[src/rtl/rcp_pkg.sv]
package rcp_pkg;
    localparam int DATA_W = 8;

    typedef struct packed {
        logic [DATA_W-1:0] value;
        logic              cpu_pls;
        logic              sys_pls;
    } rcp_state_t;

    localparam rcp_state_t RCP_RESET = '{value: '0, cpu_pls: 1'b0, sys_pls: 1'b0};
endpackage

[src/rtl/rcp_decode.sv]
module rcp_decode #(
    parameter int               ADDR_W    = 16,
    parameter logic [ADDR_W-1:0] BASE_ADDR = 16'hCF9
) (
    input  logic [ADDR_W-1:0] addr,
    input  logic              wr,
    input  logic              rd,
    output logic              wr_hit,
    output logic              rd_hit
);
    logic match;

    assign match  = (addr == BASE_ADDR);
    assign wr_hit = wr & match;
    assign rd_hit = rd & match;
endmodule

[src/rtl/rcp_core.sv]
module rcp_core
    import rcp_pkg::*;
#(
    parameter int ARM_BIT = 2,
    parameter int SEL_BIT = 1
) (
    input  logic              clk,
    input  logic              rst_n,
    input  logic              wr_hit,
    input  logic [DATA_W-1:0] wdata,
    output logic [DATA_W-1:0] value_q,
    output logic              cpu_pls,
    output logic              sys_pls
);
    rcp_state_t st_d, st_q;
    logic       fire;

    // Trigger only on a rising edge of the arm bit, judged against the stored copy.
    assign fire = wr_hit & ~st_q.value[ARM_BIT] & wdata[ARM_BIT];

    always_comb begin
        st_d         = st_q;
        st_d.cpu_pls = 1'b0;
        st_d.sys_pls = 1'b0;
        if (wr_hit) begin
            st_d.value          = wdata;
            st_d.value[SEL_BIT] = 1'b0;
            st_d.cpu_pls        = fire;
            st_d.sys_pls        = fire & wdata[SEL_BIT];
        end
    end

    always_ff @(posedge clk) begin
        if (!rst_n) st_q <= RCP_RESET;
        else        st_q <= st_d;
    end

    assign value_q = st_q.value;
    assign cpu_pls = st_q.cpu_pls;
    assign sys_pls = st_q.sys_pls;
endmodule

[src/rtl/rcp_readmux.sv]
module rcp_readmux
    import rcp_pkg::*;
#(
    parameter int ARM_BIT = 2
) (
    input  logic              rd_hit,
    input  logic [DATA_W-1:0] value,
    output logic [DATA_W-1:0] rdata
);
    for (genvar i = 0; i < DATA_W; i++) begin : g_bit
        if (i == ARM_BIT) begin : g_hide
            assign rdata[i] = 1'b0;
        end else begin : g_pass
            assign rdata[i] = rd_hit & value[i];
        end
    end
endmodule

[src/rtl/rst_ctl_port.sv]
module rst_ctl_port
    import rcp_pkg::*;
#(
    parameter int                ADDR_W    = 16,
    parameter logic [ADDR_W-1:0] BASE_ADDR = 16'hCF9,
    parameter int                ARM_BIT   = 2,
    parameter int                SEL_BIT   = 1
) (
    input  logic              clk,
    input  logic              rst_n,
    input  logic [ADDR_W-1:0] io_addr,
    input  logic              io_wr,
    input  logic              io_rd,
    input  logic [DATA_W-1:0] io_wdata,
    output logic [DATA_W-1:0] io_rdata,
    output logic              cpu_reset_pulse,
    output logic              sys_reset_pulse
);
    logic              wr_hit, rd_hit;
    logic [DATA_W-1:0] reg_q;

    rcp_decode #(.ADDR_W(ADDR_W), .BASE_ADDR(BASE_ADDR)) u_dec (
        .addr(io_addr), .wr(io_wr), .rd(io_rd), .wr_hit(wr_hit), .rd_hit(rd_hit)
    );

    rcp_core #(.ARM_BIT(ARM_BIT), .SEL_BIT(SEL_BIT)) u_core (
        .clk(clk), .rst_n(rst_n), .wr_hit(wr_hit), .wdata(io_wdata),
        .value_q(reg_q), .cpu_pls(cpu_reset_pulse), .sys_pls(sys_reset_pulse)
    );

    rcp_readmux #(.ARM_BIT(ARM_BIT)) u_rmux (
        .rd_hit(rd_hit), .value(reg_q), .rdata(io_rdata)
    );
endmodule

[config.mk]
export PLATFORM = sky130hd
export DESIGN_NAME = rst_ctl_port
export DESIGN_NICKNAME = d
export VERILOG_FILES = /design/src/rtl/rcp_pkg.sv /design/src/rtl/rcp_decode.sv /design/src/rtl/rcp_core.sv /design/src/rtl/rcp_readmux.sv /design/src/rtl/rst_ctl_port.sv
export SDC_FILE = /design/constraint.sdc
export NUM_CORES = 1
export LEC_CHECK = 0
export BUFFER_PORTS_ARGS = -buffer_cell sky130_fd_sc_hd__buf_4
export CORE_AREA = 5 5 42 44
export DETAILED_ROUTE_END_ITERATION = 10
export DIE_AREA = 0 0 47 49
export PLACE_DENSITY = 0.75
export SLEW_MARGIN = 20
export SYNTH_ARGS = -nofsm -noshare
export SYNTH_HDL_FRONTEND = slang
export SYNTH_SLANG_ARGS = --single-unit
[constraint.sdc]
create_clock -name clk -period 2.4 [get_ports clk]
set_clock_uncertainty 0.1 [all_clocks]
set_input_delay 0.36 -clock clk [delete_from_list [all_inputs] [get_ports clk]]
set_output_delay 0.36 -clock clk [all_outputs]
set_load 0.02 [all_outputs]
**Word-level counts from Yosys, hierarchy flattened**

Index checks and enable logic that the tools add are counted.

- $add $sub $neg: 0
- Multipliers: 0
- Div/mod/pow operators: 0
- Magnitude comparators: 0
- Eq/ne operators: 1
- Shift operators: 0
- Mux-type cells: 0
- Bitwise operators: 12
- Reductions and logical operators: 1

Operators by type and width:

| cell | number |
|---|---|
| 16-bit by 12-bit equality test with 1-bit output, second input constant | 1 |
| 1-bit AND | 11 |
| 2-bit AND reduction | 1 |
| 1-bit inverter | 1 |

- Register bits: 9
- Latch bits: 0
- Memory bits (writable): 0
- Memory bits (read-only): 0
- Output and inout port bits: 10
- Word-level logic and storage cells: 17
- Memories kept: 0

**Logic depth before layout (Yosys ltp)**

Gate-level depths: netlist of the first run.

- Word-level depth: 5
- Mapped depth: 4
- Depth with buffers taken out: 4

**Hierarchy**

From an unflattened synthesis of the first run, not the netlist that was laid out.

- Cells, all modules: 44
- Area total of the unflattened synthesis: 452.9 um^2

By module, submodules not included:

| module | times used | cells an instance | area an instance (um^2) |
|---|---|---|---|
| rcp_core | 1 | 28 | 332.8 |
| rcp_decode | 1 | 7 | 65.1 |
| rcp_readmux | 1 | 9 | 55.1 |

**Least setup slack after synthesis of the first run**

OpenSTA, ideal clock, no wires.

- Path kind: input port to output port
- Start: input port io_addr[9]
- End: output port io_rdata[0]
- Data arrival time: 1219 ps
- Slack: 721 ps
- Stages: 4
- Cell sequence: nor4b_4 -> nand4_4 -> nor2_2 -> and2_1

- Word-level cells in the longest chain between the ends: 3

Ends and longest elaborated chain:

| what | RTL line | source |
|---|---|---|
| from (decl) | rst_ctl_port.sv:11 | `input logic [ADDR_W-1:0] io_addr,` |
| 16-bit by 12-bit equality test with 1-bit output | rcp_decode.sv:13 | `assign match = (addr == BASE_ADDR);` |
| 1-bit AND | rcp_decode.sv:15 | `assign rd_hit = rd & match;` |
| 1-bit AND | rcp_readmux.sv:14 | `assign rdata[i] = rd_hit & value[i];` |
| to (decl) | rst_ctl_port.sv:15 | `output logic [DATA_W-1:0] io_rdata,` |

No other way between the ends.

**Worst setup path in the final report of the first run**

- Start: input port io_addr[9]
- End: output port io_rdata[3]

The elaborated chain is that of the path after synthesis.

==> results of run 1 <==
-- power by group --
part | total [W] | internal, W | switching, W | leakage, nW
Clock | 0.000115 | 0.0000640 | 0.0000511 | 0.0150
Sequential | 0.000149 | 0.000149 | 0.000000000417 | 0.0724
Combinational | 0.0000504 | 0.0000328 | 0.0000176 | 0.316
Total | 0.000315 | 0.000246 | 0.0000687 | 0.404
-- cell usage after synthesis, drive strengths merged --
master and instances:
and2 7, and3 1, and3b 1, and4b 1
and4bb 2, buf 2, clkbuf 1, conb 1
dfxtp 9, inv 2, mux2i 7, nand2 14
nand4 1, nor2 2, nor4b 1
-- metrics by stage --
step / hold WS [ps] / power, W / cells / worst slack, ps / instance area, µm²
floorplan: 330 / 0.000170 / 53 / 721 / 502
detailed placement: 345 / 0.000203 / 101 / 449 / 766
global route: 230 / 0.000330 / 105 / 396 / 792
global placement: 339 / 0.000202 / 101 / 490 / 766
CTS: 225 / 0.000318 / 105 / 462 / 792
finish: 229 / 0.000315 / 105 / 496 / 792
-- cell usage in the layout (no fill, tap or decap), drive strengths merged --
cell,instances
nor2,2
and4b,1
inv,2
nor4b,1
and3,1
and3b,1
and2,7
and4bb,2
conb,2
dfxtp,9
buf,35
mux2i,7
nand2,14
clkbuf,4
nand4,1
-- critical path: stages --
cell,delay [ps]
buf_4,120
nor4b_4,300
nand4_4,160
nor2_2,210
and2_1,160
buf_4,130
-- worst min-delay path by stage --
stage	endpoint	slack, ps	from	cells after the start
finish	u_core.sys_pls	230	io_wdata[1]	2
global route	u_core.sys_pls	230	io_wdata[1]	2
CTS	u_core.sys_pls	230	io_wdata[1]	2
detailed placement	u_core.value_q[4]	350	u_core.value_q[4]	2
global placement	u_core.value_q[2]	340	u_core.value_q[2]	2
floorplan	u_core.value_q[0]	330	u_core.value_q[0]	2
-- registers in the layout, indices dropped and copies added (netlist names) --
signal / cells
u_core.value_q: 7
u_core.cpu_pls: 1
u_core.sys_pls: 1
-- cell type report --
class	instances	area share
clock buffer	4	0.0332
timing repair buffer	35	0.332
sequential	9	0.227
tap	16	0.0253
multi-input combinational	39	0.373
inverter	2	0.00948
-- layer usage --
metal | global-route usage | vias up | share of wire
li1 | - | 244 | -
met1 | 0.104 | 203 | 0.32
met2 | 0.188 | 27 | 0.50
met3 | 0.0590 | 4 | 0.16
met4 | 0.0415 | 0 | 0.014
met5 | 0 | - | 0
-- logic make-up (layout without fill, tap and decap cells) --
logic type    Yosys count  count (layout)
simple gates           30              30
flops                   9               9
mux                     7               7
buf+inv                 5              41
other cells             1               2
==> results.py, run 1 <==
metrics = {
    "cts": {
        "cts.sinks": 9,
        "path_clk_slew_ps": 60,
        "cts_tree": "done",
        "clockBufferDepth": 2,
        "holdBufCountCts": 0,
        "post_cts_resized": 0,
        "cts-root-buf": "clkbuf_4",
        "clk-insertion-delay-late_ps": 250,
        "postCtsSetupBuffers": 0,
        "cts_max_level": 1,
        "numCtsBuffers": 3,
    },
    "critical_path": {
        "worstSetupPathType": "in2out",
        "reg2reg_slack_ps": 1530,
        "cp-start-kind": "primary input",
        "crit_fanout": 6,
        "worst_setup_path_end_kind": "output port",
        "crit_start": "io_addr[9]",
        "worstPathArrival_ps": 1440,
        "ff2ff_path_depth": 2,
        "critical_path.endpoint": "io_rdata[3]",
        "r2r_end": "u_core.sys_pls",
        "critPathRequiredTime_ps": 1940,
        "rr_startpoint": "u_core.value_q[2]",
    },
    "synthesis": {
        "yosysTopAreaCell": "dfxtp_1",
        "yosys_warnings": 0,
        "synth.distinct_cells": 16,
        "syn_area_um2": 498,
        "yosys-top-cells-area": "dfxtp_1 36%, mux2i_1 14%, nand2_1 11%",
        "synth_xor_area_frac": 0,
        "ys_ff_latch": 9,
        "syn_avg_cell_area_um2": 9.58,
        "synth_compound_area_frac": 0,
        "syn_inst": 52,
        "synth_top_family_by_area": "simple AND/OR/NAND/NOR gates",
        "synthMuxAreaShare": 0.141,
        "synth.top_cell.area_share": 0.362,
        "synth-simple-area-share": 0.437,
        "synthAdderAreaFrac": 0,
        "yosysSeqAreaShare": 0.362,
    },
    "power": {
        "p_leak_nw": 0.404,
        "vdd.ir_drop.worst_mv": 0.329,
        "p_per_area_nw_per_um2": 397,
    },
    "routing": {
        "vias_per_cell": 4.55,
        "drtPass1Iterations": 4,
        "drc": 0,
        "first_iter_violations": 3,
        "wl_um": 1220,
        "vias": 478,
        "detail_route.wl_per_cell_um": 11.6,
        "postRouteAntennaNets": 0,
    },
    "grt": {
        "antenna_found_initial": 0,
        "gr-total-overflow": 0,
        "grt_max_degree": 16,
        "grt_pass1_vias": 484,
        "track_usage": 0.109,
        "grt_pass1_wl_um": 1860,
    },
    "cells_and_area": {
        "fill_cells": 133,
        "drive_above_1_share": 0.472,
        "fin_util": 0.565,
        "nets": 118,
        "n_antenna_cell": 0,
        "multiInputGateArea_um2": 295,
        "seqCellArea_um2": 180,
        "area_delta_synth_final_pct": 59.0,
    },
    "placed_design": {
        "dp_hpwl_um": 1020,
        "place_congestion": 0.660,
        "port-buffer-count": 35,
    },
    "worst_hold_path": {
        "hold_path_class": "in2reg",
    },
    "floorplanning": {
        "core_um2": 1400,
        "die-area_um2": 2300,
        "start_util": 0.355,
        "rows": 14,
        "die_h_um": 49,
        "die_w_um": 47,
        "io_pins": 38,
    },
    "timing": {
        "period_share": 0.793,
        "setup_viol_count_final": 0,
        "min_period_ps": 1900,
        "setup_tns_ps": 0,
        "fmax_ghz": 0.525,
        "rsz0062_at_grt": "false",
        "finalHoldViolCount": 0,
        "report.final.slew_viol_count": 0,
    },
    "run_status": {
        "status": "complete, no violations",
    },
    "flow_run": {
        "cap_viol_max_count": 0,
    },
}
Note: power is estimated with default switching activity, not from simulation.
==> run 2, diff against run 1 <==
--- a/config.mk
+++ b/config.mk
@@ -6,10 +6,10 @@
 export NUM_CORES = 1
 export LEC_CHECK = 0
 export BUFFER_PORTS_ARGS = -buffer_cell sky130_fd_sc_hd__buf_4
-export CORE_AREA = 5 5 42 44
+export CORE_MARGIN = 5
+export CORE_UTILIZATION = 37
 export DETAILED_ROUTE_END_ITERATION = 10
-export DIE_AREA = 0 0 47 49
-export PLACE_DENSITY = 0.75
+export PLACE_DENSITY = 0.74
 export SLEW_MARGIN = 20
 export SYNTH_ARGS = -nofsm -noshare
 export SYNTH_HDL_FRONTEND = slang
==> constraint.sdc (replaced) <==
create_clock -name clk -period 1.9 [get_ports clk]
set_clock_uncertainty 0.1 [all_clocks]
set_input_delay 0.285 -clock clk [delete_from_list [all_inputs] [get_ports clk]]
set_output_delay 0.285 -clock clk [all_outputs]
set_load 0.02 [all_outputs]
==> results.py, run 2 (synthesized netlist as in run 1, its figures left out) <==
metrics = {
    "placed_design": {
        "port-buffer-count": 35,
        "dp_slack_ps": 156,
        "dp_hpwl_um": 1110,
        "place_congestion": 0.636,
        "placed_area_um2": 772,
    },
    "floorplanning": {
        "rows": 13,
        "die_w_um": 46.7,
        "die_h_um": 46.7,
        "die-area_um2": 2180,
        "core_um2": 1280,
        "start_util": 0.388,
        "io_pins": 38,
    },
    "routing": {
        "first_iter_violations": 10,
        "vias": 466,
        "postRouteAntennaNets": 0,
        "vias_per_cell": 4.44,
        "wl_um": 1310,
        "drtPass1Iterations": 3,
        "drc": 0,
        "detail_route.wl_per_cell_um": 12.5,
    },
    "grt": {
        "antenna_found_initial": 0,
        "grt_max_degree": 16,
        "grt_pass1_vias": 460,
        "gr-total-overflow": 0,
        "track_usage": 0.146,
        "grt_pass1_wl_um": 2160,
    },
    "cts": {
        "path_clk_slew_ps": 60,
        "cts_max_level": 1,
        "postCtsSetupBuffers": 0,
        "clockBufferDepth": 2,
        "numCtsBuffers": 3,
        "cts-root-buf": "clkbuf_4",
        "cts.sinks": 9,
        "cts_tree": "done",
        "holdBufCountCts": 0,
        "post_cts_resized": 0,
        "clk-insertion-delay-late_ps": 250,
    },
    "cells_and_area": {
        "area_delta_synth_final_pct": 60.3,
        "fill_cells": 119,
        "nets": 119,
        "n_antenna_cell": 0,
        "seqCellArea_um2": 180,
        "final_common_cell": "buf_4",
        "fin_area_um2": 798,
        "layout_common_cells": "36 x buf_4, 14 x nand2_1, 9 x dfxtp_1",
        "multiInputGateArea_um2": 295,
        "drive_above_1_share": 0.478,
        "largest_reg_flops": 7,
    },
    "power": {
        "comb_power_share": 0.162,
        "vdd.ir_drop.worst_mv": 0.447,
        "p_per_area_nw_per_um2": 497,
        "switchingPower_w": 0.0000857,
        "power.internal_w": 0.000311,
        "clockPowerShare": 0.362,
        "switching_share": 0.216,
        "p_leak_nw": 0.408,
        "p_seq_frac": 0.476,
    },
    "critical_path": {
        "worst_setup_path_end_kind": "output port",
        "crit_start": "io_addr[1]",
        "worstSetupPathType": "in2out",
        "cp-start-kind": "primary input",
        "crit_fanout": 6,
        "worstPathArrival_ps": 1330,
        "rr_startpoint": "u_core.value_q[2]",
        "critPathRequiredTime_ps": 1510,
        "ff2ff_path_depth": 2,
    },
    "timing": {
        "setup_tns_ps": 0,
        "fmax_ghz": 0.582,
        "rsz0062_at_grt": "false",
        "report.final.slew_viol_count": 0,
        "finalHoldViolCount": 0,
        "layout_setup_ws_ps": 182,
        "min_period_ps": 1720,
        "setup_viol_count_final": 0,
        "period_share": 0.904,
    },
    "worst_hold_path": {
        "min_from": "io_wdata[1]",
        "hold_path_class": "in2reg",
        "hold_depth": 2,
    },
    "flow_run": {
        "cap_viol_max_count": 0,
    },
    "run_status": {
        "status": "complete, no violations",
    },
}
## run 2: changes by cell type in the layout (fill, tap and decap cells not counted)
cell / previous run / this run
buf_4: 35 / 36
## run 2: layout make-up
type	instances	area share
Clock buffer	4	0.0329
Inverter	2	0.00940
Multi-Input combinational cell	39	0.370
Sequential cell	9	0.226
Tap cell	15	0.0235
Timing Repair Buffer	36	0.339
## run 2: path summary, 6_finish.rpt
| check | to | slack [ps] |
|---|---|---|
| hold / removal | u_core.sys_pls | 150 |
| setup reg to reg | u_core.sys_pls | 1040 |
| setup / recovery | io_rdata[5] | 180 |
| hold reg to reg | u_core.value_q[2] | 350 |
## run 2: layer usage
metal,part of all wire,vias up,GRT usage,routed length [µm]
met5,0,-,0,0
met1,0.34,206,0.163,444
met2,0.58,16,0.253,756
met3,0.086,0,0.0664,113
met4,0,0,0.0331,0
li1,-,244,-,-
## run 2: critical path, stage by stage
cell	delay, ps
buf_4	100
and4bb_1	320
nand4_4	120
nor2_2	190
and2_1	170
buf_4	140
## run 2: through the flow
step / cells / utilization / hold WS [ps] / total power (W)
floorplan: 53 / - / 327 / 0.000214
global placement: 101 / 0.601 / 339 / 0.000255
detailed placement: 101 / 0.601 / 344 / 0.000257
CTS: 105 / 0.621 / 145 / 0.000402
global route: 105 / 0.621 / 139 / 0.000420
finish: 105 / 0.621 / 147 / 0.000397
## run 2: power by group through the flow
stage          Sequential [W]  Combinational [W]  Clock [W]
6_report             0.000189          0.0000642   0.000144
5_1_grt              0.000188          0.0000705   0.000161
4_1_cts              0.000189          0.0000648   0.000149
3_5_place_dp         0.000193          0.0000645          0
3_3_place_gp         0.000193          0.0000622          0
2_1_floorplan        0.000193          0.0000214          0
==> run 3, diff against run 2 <==
--- a/config.mk
+++ b/config.mk
@@ -6,10 +6,13 @@
 export NUM_CORES = 1
 export LEC_CHECK = 0
 export BUFFER_PORTS_ARGS = -buffer_cell sky130_fd_sc_hd__buf_4
+export CELL_PAD_IN_SITES_DETAIL_PLACEMENT = 1
+export CELL_PAD_IN_SITES_GLOBAL_PLACEMENT = 1
+export CORE_ASPECT_RATIO = 1.25
 export CORE_MARGIN = 5
-export CORE_UTILIZATION = 37
+export CORE_UTILIZATION = 25
 export DETAILED_ROUTE_END_ITERATION = 10
-export PLACE_DENSITY = 0.74
+export PLACE_DENSITY = 0.73
 export SLEW_MARGIN = 20
 export SYNTH_ARGS = -nofsm -noshare
 export SYNTH_HDL_FRONTEND = slang
==> results.py, run 3 (synthesized netlist as in run 1, its figures left out) <==
metrics = {
    "grt": {
        "gr-max-usage-layer": "met2",
        "met1_usage": 0.0864,
        "track_usage": 0.0947,
        "grt_max_degree": 16,
        "global_route.usage.met2": 0.180,
        "grt_pass1_wl_um": 2170,
        "antenna_found_initial": 0,
        "gr-total-overflow": 0,
        "use_met3": 0.0224,
        "grt_pass1_vias": 528,
    },
    "cells_and_area": {
        "final_common_cell": "buf_4",
        "layout_common_cells": "35 x buf_4, 14 x nand2_1, 9 x dfxtp_1",
        "n_antenna_cell": 0,
        "largest_reg_flops": 7,
        "drive_above_1_share": 0.472,
        "nets": 118,
        "area_delta_synth_final_pct": 60.1,
        "fin_area_um2": 797,
    },
    "run_status": {
        "status": "complete, no violations",
    },
    "floorplanning": {
        "die-area_um2": 2990,
        "start_util": 0.257,
        "io_pins": 38,
        "core_um2": 1940,
        "die_h_um": 59.9,
        "rows": 18,
        "die_w_um": 49.9,
    },
    "cts": {
        "post_cts_resized": 0,
        "clockBufferDepth": 2,
        "path_clk_slew_ps": 60,
        "cts.sinks": 9,
        "clk-insertion-delay-late_ps": 250,
        "holdBufCountCts": 0,
        "numCtsBuffers": 3,
        "cts_tree": "done",
        "postCtsSetupBuffers": 0,
        "cts_max_level": 1,
        "cts-root-buf": "clkbuf_4",
    },
    "critical_path": {
        "reg2reg_slack_ps": 1010,
        "worst_setup_path_end_kind": "output port",
        "critPathRequiredTime_ps": 1510,
        "ff2ff_path_depth": 2,
        "worstPathArrival_ps": 1410,
        "rr_startpoint": "u_core.value_q[2]",
        "worstSetupPathType": "in2out",
        "crit_fanout": 6,
        "r2r_end": "u_core.sys_pls",
        "cp-start-kind": "primary input",
    },
    "power": {
        "vdd.ir_drop.worst_mv": 0.287,
        "power_w": 0.000394,
        "p_per_area_nw_per_um2": 494,
        "p_leak_nw": 0.404,
    },
    "timing": {
        "fmax_ghz": 0.556,
        "setup_tns_ps": 0,
        "whs_ps": 165,
        "setup_viol_count_final": 0,
        "rsz0062_at_grt": "false",
        "finalHoldViolCount": 0,
        "period_share": 0.947,
        "min_period_ps": 1800,
        "report.final.slew_viol_count": 0,
    },
    "worst_hold_path": {
        "min_from": "io_wdata[1]",
        "hold_depth": 2,
        "hold_path_class": "in2reg",
        "hold_path_end": "u_core.sys_pls",
    },
    "routing": {
        "vias": 495,
        "drtPass1Iterations": 4,
        "vias_per_cell": 4.54,
        "drc": 0,
        "wl_um": 1360,
        "postRouteAntennaNets": 0,
        "detail_route.wl_per_cell_um": 12.4,
        "first_iter_violations": 1,
    },
    "placed_design": {
        "placed_area_um2": 771,
        "dp_hpwl_um": 1190,
        "port-buffer-count": 35,
        "place_congestion": 0.677,
    },
    "flow_run": {
        "cap_viol_max_count": 0,
    },
}
## run 3: cell count changes in the layout (fill, tap and decap cells not counted)
cell,change
buf_4,-1
## run 3: layout make-up
class | count | area [µm²]
Inverter | 2 | 7.51
Sequential cell | 9 | 180
Clock buffer | 4 | 26.3
Fill cell | 242 | 1140
Timing Repair Buffer | 35 | 263
Multi-Input combinational cell | 39 | 295
Tap cell | 20 | 25.0
## run 3: metal layers
layer | wire length [µm] | part of all wire
met1 | 447 | 0.33
met2 | 784 | 0.58
met3 | 103 | 0.076
met4 | 19 | 0.014
met5 | 0 | 0
## run 3: how the worst max path moves through the flow
stage / start / to / slack, ps
3_5_place_dp: io_addr[9] / io_rdata[4] / 100
5_1_grt: io_addr[9] / io_rdata[4] / 10
4_1_cts: io_addr[9] / io_rdata[4] / 90
2_1_floorplan: io_addr[9] / io_rdata[0] / 370
3_3_place_gp: io_addr[9] / io_rdata[4] / 120
6_report: io_addr[9] / io_rdata[4] / 100
## run 3: worst max-delay path, cell delays in order
cell	delay (ps)
buf_4	120
nor4b_4	300
nand4_4	170
nor2_2	210
and2_1	180
buf_4	140
## run 3: power by group
part | switching, W | total, W | internal (W)
Combinational | 0.0000221 | 0.0000636 | 0.0000414
Clock | 0.0000610 | 0.000142 | 0.0000806
Sequential | 0.000000000556 | 0.000189 | 0.000189
## run 3: metrics by stage
step           worst slack, ps  instances   util
3_5_place_dp              98.6        105  0.398
3_3_place_gp               121        105  0.398
2_1_floorplan              371         53      -
6_report                   101        109  0.411
5_1_grt                   9.53        109  0.411
4_1_cts                   87.9        109  0.411
